`src/rtl/uart_bc_pkg.sv`:
```
package uart_bc_pkg;

  typedef enum logic [1:0] {
    TX_IDLE  = 2'd0,
    TX_ARM   = 2'd1,
    TX_SHIFT = 2'd2
  } tx_state_e;

  // frame position of the stop bit for a given length code
  function automatic int unsigned stop_pos(input logic [1:0] len_sel, input int unsigned data_w);
    case (len_sel)
      2'd0:    return data_w - 1;
      2'd2:    return data_w + 1;
      default: return data_w;
    endcase
  endfunction

endpackage

```
`src/rtl/uart_bc_ctl.sv`:
```
module uart_bc_ctl #(
  parameter int unsigned DATA_W = 9
) (
  input  logic              clk_i,
  input  logic              rst_ni,
  input  logic              tick_i,
  input  logic              edge_start_i,
  input  logic              inv_pol_i,
  input  logic              rxd_i,
  input  logic              load_i,
  input  logic [DATA_W-1:0] data_i,
  input  logic              te_set_i,
  input  logic              te_clr_i,
  input  logic              auto_off_i,
  input  logic              busy_i,
  output logic              te_o,
  output logic              launch_o,
  output logic [DATA_W-1:0] data_o
);

  logic te_q, full_q, rxd_q;
  logic [DATA_W-1:0] buf_q;
  logic line_edge, send_ok;

  always_ff @(posedge clk_i or negedge rst_ni) begin
    if (!rst_ni) begin
      te_q <= 1'b0;
    end else if (auto_off_i) begin
      te_q <= 1'b0;
    end else if (te_set_i) begin
      te_q <= 1'b1;
    end else if (te_clr_i) begin
      te_q <= 1'b0;
    end
  end

  always_ff @(posedge clk_i or negedge rst_ni) begin
    if (!rst_ni) begin
      full_q <= 1'b0;
      buf_q  <= '0;
    end else if (load_i) begin
      full_q <= 1'b1;
      buf_q  <= data_i;
    end else if (launch_o) begin
      full_q <= 1'b0;
    end
  end

  always_ff @(posedge clk_i or negedge rst_ni) begin
    if (!rst_ni) rxd_q <= 1'b1;
    else         rxd_q <= rxd_i;
  end

  assign line_edge = inv_pol_i ? (rxd_i & ~rxd_q) : (~rxd_i & rxd_q);
  assign send_ok   = te_q & full_q & ~busy_i;
  assign launch_o  = send_ok & (edge_start_i ? line_edge : tick_i);
  assign te_o      = te_q;
  assign data_o    = buf_q;

  assert_auto_off_R8: assert property (@(posedge clk_i) disable iff (!rst_ni)
    auto_off_i |=> !te_o);

endmodule

```
`src/rtl/uart_bc_frame.sv`:
```
module uart_bc_frame
  import uart_bc_pkg::*;
#(
  parameter int unsigned DATA_W = 9,
  localparam int unsigned POS_W = $clog2(DATA_W + 2)
) (
  input  logic              clk_i,
  input  logic              rst_ni,
  input  logic              tick_i,
  input  logic              launch_i,
  input  logic              direct_i,
  input  logic [DATA_W-1:0] data_i,
  input  logic [1:0]        len_i,
  input  logic              abort_i,
  input  logic              inv_pol_i,
  output logic              busy_o,
  output logic              active_o,
  output logic              txd_o
);

  tx_state_e         state_q;
  logic [POS_W-1:0]  pos_q, last_q;
  logic [DATA_W-1:0] sh_q;
  logic              abort_q, at_end, to_idle, lvl;

  assign at_end  = (pos_q == last_q);
  assign to_idle = (state_q == TX_SHIFT) & tick_i & (abort_q | at_end);

  always_ff @(posedge clk_i or negedge rst_ni) begin
    if (!rst_ni) begin
      state_q <= TX_IDLE;
      pos_q   <= '0;
      last_q  <= '0;
      sh_q    <= '0;
    end else begin
      case (state_q)
        TX_IDLE: if (launch_i) begin
          state_q <= direct_i ? TX_SHIFT : TX_ARM;
          pos_q   <= '0;
          sh_q    <= data_i;
          last_q  <= POS_W'(stop_pos(len_i, DATA_W));
        end
        TX_ARM: if (tick_i) state_q <= TX_SHIFT;
        TX_SHIFT: if (tick_i) begin
          if (abort_q || at_end) begin
            state_q <= TX_IDLE;
          end else begin
            pos_q <= pos_q + 1'b1;
            if (pos_q != '0) sh_q <= sh_q >> 1;
          end
        end
        default: state_q <= TX_IDLE;
      endcase
    end
  end

  always_ff @(posedge clk_i or negedge rst_ni) begin
    if (!rst_ni)                               abort_q <= 1'b0;
    else if (to_idle)                          abort_q <= 1'b0;
    else if (abort_i && state_q == TX_SHIFT)   abort_q <= 1'b1;
  end

  always_comb begin
    lvl = 1'b1;
    if (state_q == TX_SHIFT && !abort_q) begin
      if (pos_q == '0)  lvl = 1'b0;
      else if (at_end)  lvl = 1'b1;
      else              lvl = sh_q[0];
    end
  end

  assign busy_o   = (state_q != TX_IDLE);
  assign active_o = (state_q == TX_SHIFT) & ~abort_q;
  assign txd_o    = lvl ^ inv_pol_i;

  assert_busy_ends_on_tick_R2: assert property (@(posedge clk_i) disable iff (!rst_ni)
    $fell(busy_o) |-> $past(tick_i));
  assert_abort_drops_busy_R8: assert property (@(posedge clk_i) disable iff (!rst_ni)
    abort_q && tick_i |=> !busy_o);
  assert_edge_launch_now_R9: assert property (@(posedge clk_i) disable iff (!rst_ni)
    launch_i && direct_i && !busy_o |=> active_o);

endmodule

```
`src/rtl/uart_bc_monitor.sv`:
```
module uart_bc_monitor (
  input  logic clk_i,
  input  logic rst_ni,
  input  logic tick_i,
  input  logic strobe_i,
  input  logic sample_sel_i,
  input  logic auto_clr_i,
  input  logic active_i,
  input  logic txd_i,
  input  logic rxd_i,
  input  logic clr_i,
  output logic flag_o,
  output logic auto_off_o
);

  logic sample, mismatch, flag_q;

  assign sample     = active_i & (sample_sel_i ? strobe_i : tick_i);
  assign mismatch   = sample & (txd_i != rxd_i);
  assign auto_off_o = mismatch & auto_clr_i;

  // set has priority over clear
  always_ff @(posedge clk_i or negedge rst_ni) begin
    if (!rst_ni)       flag_q <= 1'b0;
    else if (mismatch) flag_q <= 1'b1;
    else if (clr_i)    flag_q <= 1'b0;
  end

  assign flag_o = flag_q;

  assert_flag_needs_sample_R5: assert property (@(posedge clk_i) disable iff (!rst_ni)
    $rose(flag_q) |-> $past(sample));
  assert_flag_sticky_R7: assert property (@(posedge clk_i) disable iff (!rst_ni)
    flag_q && !clr_i |=> flag_q);

endmodule

```
`src/rtl/uart_bc_tx.sv`:
```
module uart_bc_tx #(
  parameter int unsigned DATA_W = 9
) (
  input  logic              clk_i,
  input  logic              rst_ni,
  input  logic              tick_i,
  input  logic              tmr_strobe_i,
  input  logic              sample_sel_i,
  input  logic              auto_clr_i,
  input  logic              edge_start_i,
  input  logic              inv_pol_i,
  input  logic [1:0]        len_sel_i,
  input  logic [DATA_W-1:0] data_i,
  input  logic              load_i,
  input  logic              te_set_i,
  input  logic              te_clr_i,
  input  logic              flag_clr_i,
  input  logic              rxd_i,
  output logic              txd_o,
  output logic              flag_o,
  output logic              busy_o,
  output logic              te_o
);

  logic              launch, auto_off, active;
  logic [DATA_W-1:0] buf_data;

  uart_bc_ctl #(.DATA_W(DATA_W)) i_ctl (
    .clk_i        (clk_i),
    .rst_ni       (rst_ni),
    .tick_i       (tick_i),
    .edge_start_i (edge_start_i),
    .inv_pol_i    (inv_pol_i),
    .rxd_i        (rxd_i),
    .load_i       (load_i),
    .data_i       (data_i),
    .te_set_i     (te_set_i),
    .te_clr_i     (te_clr_i),
    .auto_off_i   (auto_off),
    .busy_i       (busy_o),
    .te_o         (te_o),
    .launch_o     (launch),
    .data_o       (buf_data)
  );

  uart_bc_frame #(.DATA_W(DATA_W)) i_frame (
    .clk_i     (clk_i),
    .rst_ni    (rst_ni),
    .tick_i    (tick_i),
    .launch_i  (launch),
    .direct_i  (edge_start_i),
    .data_i    (buf_data),
    .len_i     (len_sel_i),
    .abort_i   (auto_off),
    .inv_pol_i (inv_pol_i),
    .busy_o    (busy_o),
    .active_o  (active),
    .txd_o     (txd_o)
  );

  uart_bc_monitor i_monitor (
    .clk_i        (clk_i),
    .rst_ni       (rst_ni),
    .tick_i       (tick_i),
    .strobe_i     (tmr_strobe_i),
    .sample_sel_i (sample_sel_i),
    .auto_clr_i   (auto_clr_i),
    .active_i     (active),
    .txd_i        (txd_o),
    .rxd_i        (rxd_i),
    .clr_i        (flag_clr_i),
    .flag_o       (flag_o),
    .auto_off_o   (auto_off)
  );

endmodule

```
`config.mk`:
```
export PLATFORM = sky130hd
export DESIGN_NAME = uart_bc_tx
export DESIGN_NICKNAME = d
export VERILOG_FILES = /design/src/rtl/uart_bc_pkg.sv /design/src/rtl/uart_bc_ctl.sv /design/src/rtl/uart_bc_frame.sv /design/src/rtl/uart_bc_monitor.sv /design/src/rtl/uart_bc_tx.sv
export SDC_FILE = /design/constraint.sdc
export NUM_CORES = 1
export LEC_CHECK = 0
export BUFFER_PORTS_ARGS = -buffer_cell sky130_fd_sc_hd__buf_2
export CAP_MARGIN = 40
export CORE_ASPECT_RATIO = 0.8
export CORE_MARGIN = 2
export CORE_UTILIZATION = 50
export DETAILED_ROUTE_END_ITERATION = 7
export MAX_ROUTING_LAYER = met4
export PLACE_DENSITY = 0.72
export SLEW_MARGIN = 10
export SYNTH_ARGS = -nofsm -noshare
export SYNTH_HDL_FRONTEND = slang
export SYNTH_SLANG_ARGS = --single-unit
export TNS_END_PERCENT = 100
```
`constraint.sdc`:
```
create_clock -name clk_i -period 1.83 [get_ports clk_i]
set_input_delay 0 -clock clk_i [delete_from_list [all_inputs] [get_ports clk_i]]
set_output_delay 0 -clock clk_i [all_outputs]
set_load 0.01 [all_outputs]
```
### Word level (Yosys, flattened, before mapping)

Index checks and enable logic that the tools add are counted.

| cells by class | value |
|---|---|
| add/subtract/negate cells | 1 |
| equality and inequality tests | 11 |
| multiplexer cells | 31 |
| bitwise operators | 17 |
| reductions and logical operators | 18 |

Operator list:

| operator | count |
|---|---|
| $mux 9 | 4 |
| $pmux 9 s2 | 1 |
| $mux 1 | 15 |
| $mux 4 | 3 |
| $ne 2x2->1 const B | 6 |
| $and 1x1->1 | 11 |
| $mux 2 | 5 |
| $reduce_bool 2->1 | 5 |
| $pmux 4 s2 | 1 |
| $reduce_and 4->1 | 2 |
| $pmux 2 s3 | 1 |
| $reduce_and 5->1 | 1 |
| $add 4x1->4 const B | 1 |
| $eq 2x2->1 const B | 2 |
| $eq 4x4->1 | 1 |
| $logic_not 2->1 | 2 |
| $logic_not 4->1 | 1 |
| $not 1->1 | 4 |
| $pmux 2 s2 | 1 |
| $reduce_bool 4->1 | 1 |
| $reduce_bool 3->1 | 1 |
| $eq 2x1->1 const B | 1 |
| $logic_and 1x1->1 | 2 |
| $reduce_and 2->1 | 1 |
| 5 further kinds | 5 |

| storage, ports and cells | value |
|---|---|
| register bits after elaboration | 33 |
| bits of input ports | 24 |
| output and inout bits | 4 |
| word-level logic and storage cells | 88 |

### Logic depth before layout (Yosys ltp)

Gate-level depths: netlist of the first run.

| logic depth | value |
|---|---|
| depth in word-level cells | 11 |
| depth in mapped cells | 7 |
| depth with buffers taken out | 7 |

### Cells and area by module

A second synthesis of the first run with hierarchy kept.

| second synthesis, totals | value |
|---|---|
| cell total of the unflattened synthesis | 158 |
| area, all modules | 1,709.1 um^2 |

By module, submodules not included:

| module | instances | cells each | area an instance (um^2) |
|---|---|---|---|
| uart_bc_frame | 1 | 117 | 1,147.4 |
| uart_bc_ctl | 1 | 33 | 478.0 |
| uart_bc_monitor | 1 | 8 | 83.8 |

### Worst setup path before layout of the first run

OpenSTA, ideal clock, no wires.

| timing path | value |
|---|---|
| path kind | register to register |
| start point | register i_frame.state_q[1] |
| end point | register i_frame.last_q[0] |
| library setup time | 125 ps |
| arrival | 1,549 ps |
| data required time | 1,705 ps |
| slack | 156 ps |
| cell stages (with the launch flop) | 5 |
| path buffers | 1 |
| cell sequence | dfrtp_1 > or2_2 > a2111oi_4 > buf_6 > mux2_2 |

| on the way | value |
|---|---|
| word-level cells in the longest chain between the ends | 5 |
| elaborated cells on any way between the ends | 6 |

RTL lines:

| what | RTL line | text |
|---|---|---|
| start, declared | uart_bc_frame.sv:21 | `tx_state_e state_q;` |
| start signal, assigned | uart_bc_frame.sv:38 | `state_q <= direct_i ? TX_SHIFT : TX_ARM;` |
| $reduce_bool 2->1 | uart_bc_frame.sv:72 | `assign busy_o = (state_q != TX_IDLE);` |
| via busy_o | uart_bc_tx.sv:21 | `output logic busy_o,` |
| $not 1->1 | uart_bc_ctl.sv:55 | `assign send_ok = te_q & full_q & ~busy_i;` |
| $and 1x1->1 | uart_bc_ctl.sv:55 |  |
| $and 1x1->1 | uart_bc_ctl.sv:56 | `assign launch_o = send_ok & (edge_start_i ? line_edge : tick_i);` |
| $reduce_and 2->1 (no source line) | - |  |
| end signal, assigned | uart_bc_frame.sv:41 | `last_q <= POS_W'(stop_pos(len_i, DATA_W));` |
| end, declared | uart_bc_frame.sv:22 | `logic [POS_W-1:0] pos_q, last_q;` |

The timed path passes the listed nets, and every way through them passes these cells.
A chain may end at the register's enable or synchronous reset.

### Final worst setup path of the first run

| timing path | value |
|---|---|
| start point | register i_frame.pos_q[0] |
| end point | output port txd_o |

| on the way | value |
|---|---|
| word-level cells in the longest chain between the ends | 5 |
| elaborated cells on any way between the ends | 6 |

RTL lines:

| what | RTL line | text |
|---|---|---|
| start, declared | uart_bc_frame.sv:22 |  |
| start signal, assigned | uart_bc_frame.sv:48 | `pos_q <= pos_q + 1'b1;` |
| $eq 4x4->1 | uart_bc_frame.sv:26 | `assign at_end = (pos_q == last_q);` |
| $mux 1 | uart_bc_frame.sv:67 | `else if (at_end) lvl = 1'b1;` |
| $mux 1 (*) | uart_bc_frame.sv:66 | `if (pos_q == '0) lvl = 1'b0;` |
| $mux 1 (*) | uart_bc_frame.sv:65 | `if (state_q == TX_SHIFT && !abort_q) begin` |
| $xor 1x1->1 (*) | uart_bc_frame.sv:74 | `assign txd_o = lvl ^ inv_pol_i;` |
| end, declared | uart_bc_tx.sv:19 | `output logic txd_o,` |

Every way passes the cells marked *; elsewhere a longest branch is shown, timed or not.

==> results of run 1 <==
-- metal layers --
metal	share of wire, %	global-route usage (%)
met1	46	24.9
met2	48	37.4
met3	5.0	6.79
met4	1.4	8.16
met5	0	-
-- worst max path at each step --
stage | startpoint | endpoint | slack, ns | depth (start not counted)
floorplan | i_frame.state_q[1]$_DFFE_PN0P_ | i_frame.last_q[0]$_DFFE_PN0P_ | 0.16 | 4
global placement | i_ctl.rxd_q$_DFF_PN1_ | i_frame.pos_q[0]$_DFFE_PN0P_ | 0.12 | 6
detailed placement | i_frame.pos_q[0]$_DFFE_PN0P_ | i_frame.abort_q$_DFFE_PN0P_ | 0.07 | 7
CTS | i_frame.pos_q[1]$_DFFE_PN0P_ | txd_o | 0.001 | 7
global route | i_frame.pos_q[0]$_DFFE_PN0P_ | txd_o | -0.13 | 7
finish | i_frame.pos_q[0]$_DFFE_PN0P_ | txd_o | -0.03 | 7
-- cell type report --
type	count	area share (%)
clock buffers	6	3.33
clock inverters	1	0.230
repair buffers	56	18.5
well taps	40	2.30
flip-flops and latches	32	36.8
inverters	7	1.21
multi-input cells	98	37.6
-- state kept, by name, indices dropped and copies added (netlist names) --
register          count
i_ctl.data_o          9
i_frame.sh_q          9
i_frame.pos_q         4
i_frame.last_q        3
i_frame.state_q       2
i_ctl.full_q          1
i_ctl.rxd_q           1
i_ctl.te_o            1
i_frame.abort_q       1
i_monitor.flag_o      1
-- cell usage after synthesis (2+ instances only) --
cell / count
nand2_1: 5
dfrtp_1: 31
xor2_1: 4
o21ai_0: 3
ha_1: 2
nor2_1: 7
mux2_2: 10
nand3_1: 3
o2bb2ai_1: 8
and3_1: 8
nor3_1: 3
inv_1: 7
nand2b_1: 4
a21oi_1: 11
clkbuf_1: 4
mux2i_1: 7
or2_2: 4
xnor2_1: 3
-- logic make-up after synthesis --
group	after synthesis
buf+inv	12
compound gates	30
xor+xnor	7
fa+ha+maj	2
simple gates	41
flops	32
mux	17
-- where the power goes --
part	internal [mW]	switching, mW
Combinational	0.760	0.764
Sequential	0.923	0.155
Clock	0.258	0.240
-- worst register-to-register path: stages, from the launching register on --
cell,delay [ns]
dfrtp_1,0.40
buf_6,0.13
xor2_2,0.18
nor4_4,0.33
buf_4,0.19
nor2_4,0.04
a41oi_4,0.32
o2bb2ai_1,0.16
-- metrics by stage --
step / total power [mW] / hold slack, ns
after global routing: 3.31 / 0.0316
after detailed placement: 2.28 / 0.0863
final: 3.10 / 0.0204
after global placement: 2.22 / 0.0855
after floorplan: 1.90 / -0.296
after CTS: 2.96 / 0.0200
-- what timing repair did --
item / 4_1_cts / 5_1_grt
buffers inserted: 6 / 2
hold buffers: 14 / 0
setup endpoints to repair: 1 / 15
hold endpoints to repair: 44 / 0
gates cloned: 0 / 1
pin swaps: 4 / 6
resized for setup: 5 / 6
==> metrics.txt, run 1 <==
Rel. slew slack=54.3%; Synth Cell Area=between 1500 and 2000 µm²; placed inst area=1840 µm²; antenna viol nets, final=0; worst hold path class=in -> reg; worst path bufs/invs=2; data required time of the worst path=1.83 ns; I/O Buffers=27; Max stage delay on crit path=around 0.4 ns; Synth area leaders=dfrtp_1, mux2_2, mux2i_1; RSZ-0062 raised after global routing=yes; Die W=~67 µm; Reg2Reg Launch Point=i_frame.pos_q[0]$_DFFE_PN0P_; compound-gate portion of the synthesized area=around 15%; Setup Viol. Count Final=1; # DRC=0; Synth-to-Final Area Change=35.1%; clk root buf=clkbuf_8; clk buf depth=2; Synth Instances=approximately 140; Setup WS pre-CTS=about 0.065 ns; FF+latch area=approximately 800 µm²; Slew @ Worst Pin=between 0.6 and 0.7 ns; largest net degree at the start of global routing=33; Core ar.=roughly 3000 µm²; global-route wire length before repair=between 5000 and 6000 µm; final instance area=2180 µm²; wire per inst=roughly 14 µm; Starting Density=between 50% and 60%; Synthesized Nets=around 170; footprint of the multi-input gates=a little over 800 µm²; vias per inst=5.32; Tot GR Track Use=around 22%; FMAX=roughly 540 MHz; num ports=28; cell area power density=1420 nW/µm²; syn_area_per_cell=around 11 µm²; crit path cell chain=buf_6 -> xor2_2 -> nor4_4 -> a22o_4 -> nor2_4 -> xnor2_1 -> buf_2; Setup CP Type=reg -> out; commonest non-fill, non-tap cells in the layout=dfrtp_1, buf_2, dlygate4sd3_1, buf_4, a21oi_1; H-tree level count=2; gr ovfl total=0; largest family of logic cells by synthesized area=compound AO/OA/AOI/OAI gates; # Max-Cap Violations=0; Leakage=between 1 and 1.5 nW; Clock Skew=between 0.001 and 0.0015 ns; final setup margin=-0.0266 ns; violated checks=negative setup slack; Vias=1277; area leader, netlist=dfrtp_1; hold wc startpoint=flag_clr_i; FF+latch count, synth=32; Reg clk slew, reported paths=roughly 0.06 ns; share of post-route cells with drive strength above 1=approximately 38%; crit-path max FO=4; die area=between 3000 and 4000 µm²; starting DRC count in detailed routing=21; num rows=18; adder-cell share of the synthesized area=about 1.6%; min Tclk post-route=1.86 ns; R2R setup slack=0 ns; asr flop ratio synth=100%; yosys warns=0; CTS tree=yes; Crit-path slowest cell=dfrtp_1; Top delay family on crit path=flip-flops; VDD IR max=between 700 and 800 µV; Yosys cell types=35; antenna violations before repair=0; drt pass-1 iters=4; sequential area share after synthesis=between 40% and 50%; mux share of post-synthesis cell area=between 10% and 20%; dpl cells=210; Post-Synth XOR/XNOR Area=~3.8%; outcome=finished with violations; most common cell after layout, fill and taps aside=dfrtp_1; r2r worst-path depth=7; vias in the first global route=1261; fill cell count=approximately 220; ys flop type=dfrtp_1; hold path depth=3; worst reg2reg endpoint=i_frame.sh_q[7]$_DFFE_PN0P_; final worst path period share=101%; total clock sinks=32; Non-Filler Instances=240; EDFF count, synth=0; TritonCTS Buffers=5; simple-gate share of the synthesized area=approximately 15%; fin. max-slew vios=0; final core utilization=70.6%; Critical Path AT=approximately 1.9 ns; nets=226; die height=54.8 µm; Worst Setup Start Kind=flip-flop; Worst-Skew Late Latency=about 0.28 ns; Fin Setup TNS=-0.0266 ns; CP endpoint kind=output pin; WHS Endpoint=i_monitor.flag_o$_DFFE_PN0P_; Final Hold Violating Endpoints=0; Final Wtd Congestion=0.893; top cell type's share of synthesized area=48.1%; final wirelength=about 3400 µm; DP HPWL=about 2200 µm; ANT cells=0
Power figures use the tool's default switching activity.
==> run 2: changes to the inputs <==
--- a/config.mk
+++ b/config.mk
@@ -11,9 +11,10 @@
 export CORE_MARGIN = 2
 export CORE_UTILIZATION = 50
 export DETAILED_ROUTE_END_ITERATION = 7
+export HOLD_SLACK_MARGIN = 0.08
 export MAX_ROUTING_LAYER = met4
 export PLACE_DENSITY = 0.72
-export SLEW_MARGIN = 10
+export SLEW_MARGIN = 20
 export SYNTH_ARGS = -nofsm -noshare
 export SYNTH_HDL_FRONTEND = slang
 export SYNTH_SLANG_ARGS = --single-unit
==> metrics.txt, run 2 (same netlist as run 1, synthesis figures left out) <==
wire length on met3=approximately 200 µm; R2R setup slack=0 ns; RSZ-0062 raised after global routing=yes; switch share=37.3%; worst setup path start=i_frame.pos_q[0]$_DFFE_PN0P_; Worst-Skew Late Latency=between 0.2 and 0.3 ns; final worst path period share=101%; hold wc startpoint=load_i; total clock sinks=32; vias in the first global route=1275; # Max-Cap Violations=0; most common cell after layout, fill and taps aside=dfrtp_1; antenna viol nets, final=0; met2 WL=approximately 1700 µm; largest net degree at the start of global routing=33; worst path bufs/invs=2; Starting Density=between 50% and 60%; drt pass-1 iters=4; violated checks=negative setup slack; Die W=67.5 µm; fin. max-slew vios=0; fill cell count=roughly 210; commonest non-fill, non-tap cells in the layout=dfrtp_1, buf_2, dlygate4sd3_1, buf_4, a21oi_1; Critical Path AT=around 1.9 ns; final setup margin=-0.0245 ns; die area=3700 µm²; Worst Setup Start Kind=flip-flop; routed metal-1 wire length=between 1500 and 2000 µm; Psw=around 1.2 mW; Slew @ Worst Pin=approximately 0.69 ns; Synth-to-Final Area Change=36.4%; Reg clk slew, reported paths=around 0.060 ns; Final Hold Violating Endpoints=0; TritonCTS Buffers=5; starting DRC count in detailed routing=31; Setup Viol. Count Final=1; crit path cell chain=buf_6 -> xor2_2 -> nor4_4 -> a22o_4 -> nor2_4 -> xnor2_1 -> buf_2; Max stage delay on crit path=approximately 0.40 ns; Reg2Reg Launch Point=i_frame.pos_q[0]$_DFFE_PN0P_; DP HPWL=2230 µm; footprint of the multi-input gates=between 800 and 900 µm²; Crit-path slowest cell=dfrtp_1; Seq pwr share=between 30% and 40%; # DRC=0; vias per inst=approximately 5.3; share of post-route cells with drive strength above 1=~37%; clock network power share=about 16%; FMAX=539 MHz; hold slack=around 0.11 ns; Non-Filler Instances=242; min Tclk post-route=approximately 1.9 ns; outcome=finished with violations; Vias=around 1300; Pint=just under 2 mW; gr ovfl total=0; Tot GR Track Use=around 22%; num ports=28; antenna violations before repair=0; crit-path max FO=4; FF+latch area=roughly 800 µm²; Rel. slew slack=a little over half; highest routed layer=met4; Top delay family on crit path=flip-flops; clk root buf=clkbuf_8; num rows=18; Core ar.=roughly 3000 µm²; Clock Skew=between 0.0015 and 0.002 ns; Gate power share=approximately half; CTS tree=yes; Final Wtd Congestion=around 0.89; wire per inst=approximately 14 µm; Leakage=about 1 nW; H-tree level count=2; ANT cells=0; final wirelength=about 3400 µm; cell area power density=1410 nW/µm²; die height=roughly 55 µm; VDD IR max=around 760 µV; nets=approximately 230; CP endpoint kind=output pin; dpl cells=210; global-route wire length before repair=around 5700 µm; final core utilization=a little under three quarters; Fin Setup TNS=-0.0245 ns; Setup CP Type=reg -> out; data required time of the worst path=between 1.5 and 2 ns; clk buf depth=2; worst hold path class=in -> reg; I/O Buffers=27
run 2: cell count changes in the layout (fill, tap and decap cells not counted), sizes merged:
| cell | previous run | this run |
|---|---|---|
| dlygate4sd3 | 14 | 16 |
run 2: cell type report:
type                       instances  area share (%)
clock buffer                       6            3.30
clock inverter                     1           0.228
inverter                           7            1.19
multi-input combinational         98            37.3
sequential                        32            36.5
tap                               40            2.28
timing repair buffer              58            19.3
run 2: final timing paths:
kind | to | cells past startpoint
worst max-delay path | txd_o | 7
worst min-delay path | i_ctl.full_q$_DFFE_PN0P_ | 2
worst max register to register | i_frame.sh_q[7]$_DFFE_PN0P_ | 7
worst min register to register | i_frame.sh_q[2]$_DFFE_PN0P_ | 1
max in group asynchronous | i_ctl.data_o[2]$_DFFE_PN0P_ | 2
min in group asynchronous | i_monitor.flag_o$_DFFE_PN0P_ | 2
run 2: repair_timing:
item	4_1_cts	5_1_grt
buffers inserted	6	2
pin swaps	4	6
endpoints found under the setup margin	1	15
gates resized for setup	5	6
hold buffers	16	0
hold endpoints to repair	45	0
gates cloned	0	1
run 2: layer usage:
metal | up-vias | track usage (%)
met4 | 0 | 8.16
met3 | 2 | 6.79
met5 | - | -
met2 | 43 | 38.1
li1 | 625 | -
met1 | 612 | 25.0
run 2: stage by stage:
stage	area (µm²)	setup slack [ns]	power [mW]
after floorplan	1610	0.156	1.90
after detailed placement	1840	0.0652	2.28
after global placement	1840	0.123	2.22
after global routing	2200	-0.127	3.31
final	2200	-0.0245	3.10
after CTS	2140	0.000954	2.96
run 2: power by group through the flow:
stage	registers, mW	clock network, mW	logic [mW]
2_1_floorplan	1.06	0	0.846
3_5_place_dp	1.09	0	1.19
4_1_cts	1.07	0.510	1.39
5_1_grt	1.11	0.540	1.66
6_report	1.08	0.500	1.52
3_3_place_gp	1.07	0	1.15
==> run 3: changes to the inputs <==
--- a/config.mk
+++ b/config.mk
@@ -11,9 +11,11 @@
 export CORE_MARGIN = 2
 export CORE_UTILIZATION = 50
 export DETAILED_ROUTE_END_ITERATION = 7
+export GPL_TIMING_DRIVEN = 0
 export HOLD_SLACK_MARGIN = 0.08
 export MAX_ROUTING_LAYER = met4
 export PLACE_DENSITY = 0.72
+export RECOVER_POWER = 25
 export SLEW_MARGIN = 20
 export SYNTH_ARGS = -nofsm -noshare
 export SYNTH_HDL_FRONTEND = slang
==> metrics.txt, run 3 (same netlist as run 1, synthesis figures left out) <==
Reg2Reg Launch Point=i_frame.pos_q[1]$_DFFE_PN0P_; Final Hold Violating Endpoints=0; outcome=finished with violations; Reg clk slew, reported paths=around 0.060 ns; H-tree level count=2; # DRC=0; Rel. slew slack=slightly below 50%; Clock Skew=roughly 0.0053 ns; fin. max-slew vios=0; largest net degree at the start of global routing=33; global-route wire length before repair=around 5600 µm; num ports=28; R2R setup slack=~0.020 ns; data required time of the worst path=between 1.5 and 2 ns; die height=54.8 µm; # Max-Cap Violations=0; Tot GR Track Use=around 22%; die area=about 3700 µm²; Starting Density=52.3%; final wirelength=3450 µm; Vias=about 1300; final setup margin=-0.0437 ns; worst setup path start=i_frame.pos_q[1]$_DFFE_PN0P_; nets=between 200 and 250; total clock sinks=32; Synth-to-Final Area Change=35.2%; clk buf depth=2; gr ovfl total=0; Worst Setup Start Kind=flip-flop; CP endpoint=txd_o; DP HPWL=between 2000 and 2500 µm; I/O Buffers=26; share of post-route cells with drive strength above 1=between 30% and 40%; ANT cells=0; most common cell after layout, fill and taps aside=dfrtp_1; final core utilization=between 70% and 80%; worst hold path class=in -> reg; TritonCTS Buffers=5; commonest non-fill, non-tap cells in the layout=dfrtp_1, buf_2, dlygate4sd3_1, a21oi_1, mux2_2; final instance area=2180 µm²; Core ar.=between 3000 and 4000 µm²; crit-path max FO=5; Worst-Skew Late Latency=around 0.28 ns; r2r worst-path depth=7; FMAX=between 500 and 600 MHz; Final Wtd Congestion=approximately 0.84; vias per inst=roughly 5.3; Crit-path slowest cell=dfrtp_1; starting DRC count in detailed routing=between 80 and 90; Leakage=1.00 nW; Setup Viol. Count Final=1; Slew @ Worst Pin=between 0.7 and 0.8 ns; Stages on worst setup path=7; Max stage delay on crit path=about 0.40 ns; worst reg2reg endpoint=i_frame.abort_q$_DFFE_PN0P_; drt pass-1 iters=4; wire per inst=around 14 µm; Setup CP Type=reg -> out; vias in the first global route=~1300; RSZ-0062 raised after global routing=yes; num rows=18; antenna viol nets, final=0; final worst path period share=102%; crit path cell chain=buf_6 -> xor2_2 -> nor4_4 -> a22o_4 -> nor2_4 -> xnor2_2 -> buf_2; min Tclk post-route=1.87 ns; violated checks=negative setup slack; Die W=slightly below 70 µm; CTS tree=yes; worst path bufs/invs=2; CP endpoint kind=output pin; Top delay family on crit path=flip-flops; Critical Path AT=between 1.5 and 2 ns; Fin Setup TNS=-0.0437 ns; placed inst area=around 1800 µm²; VDD IR max=about 650 µV; antenna violations before repair=0; cell area power density=around 1400 nW/µm²; clk root buf=clkbuf_8
==> run 3: cell types whose count changed in the layout (fill, tap and decap cells not counted), moves of 2 or more <==
cell / before / now
buf_2: 27 / 22
o2bb2ai_2: 2 / 0
buf_6: 1 / 3
clkbuf_1: 1 / 7
buf_4: 13 / 8
o2bb2ai_1: 6 / 8
==> run 3: what timing repair did <==
item | 4_1_cts | 5_1_grt
pin swaps | 0 | 6
buffers inserted | 1 | 9
endpoints found under the setup margin | 9 | 12
hold endpoints to repair | 45 | 0
hold buffers | 16 | 0
gates resized for setup | 6 | 9
==> run 3: metal layers <==
metal  track usage (%)  part of all wire [%]  up-vias
li1                  -                     -      618
met1              26.1                    46      608
met2              35.9                    45       44
met3              5.14                   6.8        6
met4              11.2                   2.0        0
met5                 -                     0        -
==> run 3: worst min path at each step <==
stage	start	end	slack [ns]	depth (start not counted)
2_1_floorplan	rst_ni	i_ctl.data_o[0]$_DFFE_PN0P_	-0.30	0
3_3_place_gp	rst_ni	i_monitor.flag_o$_DFFE_PN0P_	0.08	1
3_5_place_dp	rst_ni	i_monitor.flag_o$_DFFE_PN0P_	0.08	1
4_1_cts	auto_clr_i	i_ctl.te_o$_DFFE_PN0P_	0.12	4
5_1_grt	auto_clr_i	i_ctl.te_o$_DFFE_PN0P_	0.16	4
6_report	auto_clr_i	i_ctl.te_o$_DFFE_PN0P_	0.13	4
==> run 3: area by class of cell <==
cell class | instances | area [µm²]
Sequential cell | 32 | 802
Fill cell | 222 | 905
Multi-Input combinational cell | 97 | 815
Clock buffer | 6 | 82.6
Buffer | 5 | 26.3
Inverter | 7 | 26.3
Clock inverter | 2 | 10.0
Tap cell | 40 | 50.0
Timing Repair Buffer | 52 | 369
==> run 3: worst reg2reg max path, cell delays in order (launching register included) <==
cell	delay, ns
dfrtp_1	0.40
buf_6	0.14
xor2_2	0.15
nor4_4	0.36
a22o_4	0.24
buf_6	0.11
mux2i_4	0.21
o22a_1	0.15
==> run 3: metrics by stage <==
stage	worst slack, ns	hold slack [ns]	cells	total power [mW]
2_1_floorplan	0.156	-0.296	141	1.90
3_3_place_gp	-0.0755	0.0827	207	2.15
3_5_place_dp	-0.108	0.0826	207	2.19
4_1_cts	-0.0852	0.115	232	2.85
5_1_grt	-0.133	0.160	241	3.32
6_report	-0.0437	0.128	241	3.11
==> run 3: report_power, final <==
part           leakage, nW  switching, mW  total (mW)  internal, mW
logic                0.564          0.736        1.47         0.732
clock network       0.0510          0.249       0.548         0.299
registers            0.387          0.171        1.09         0.923
total                 1.00           1.16        3.11          1.95
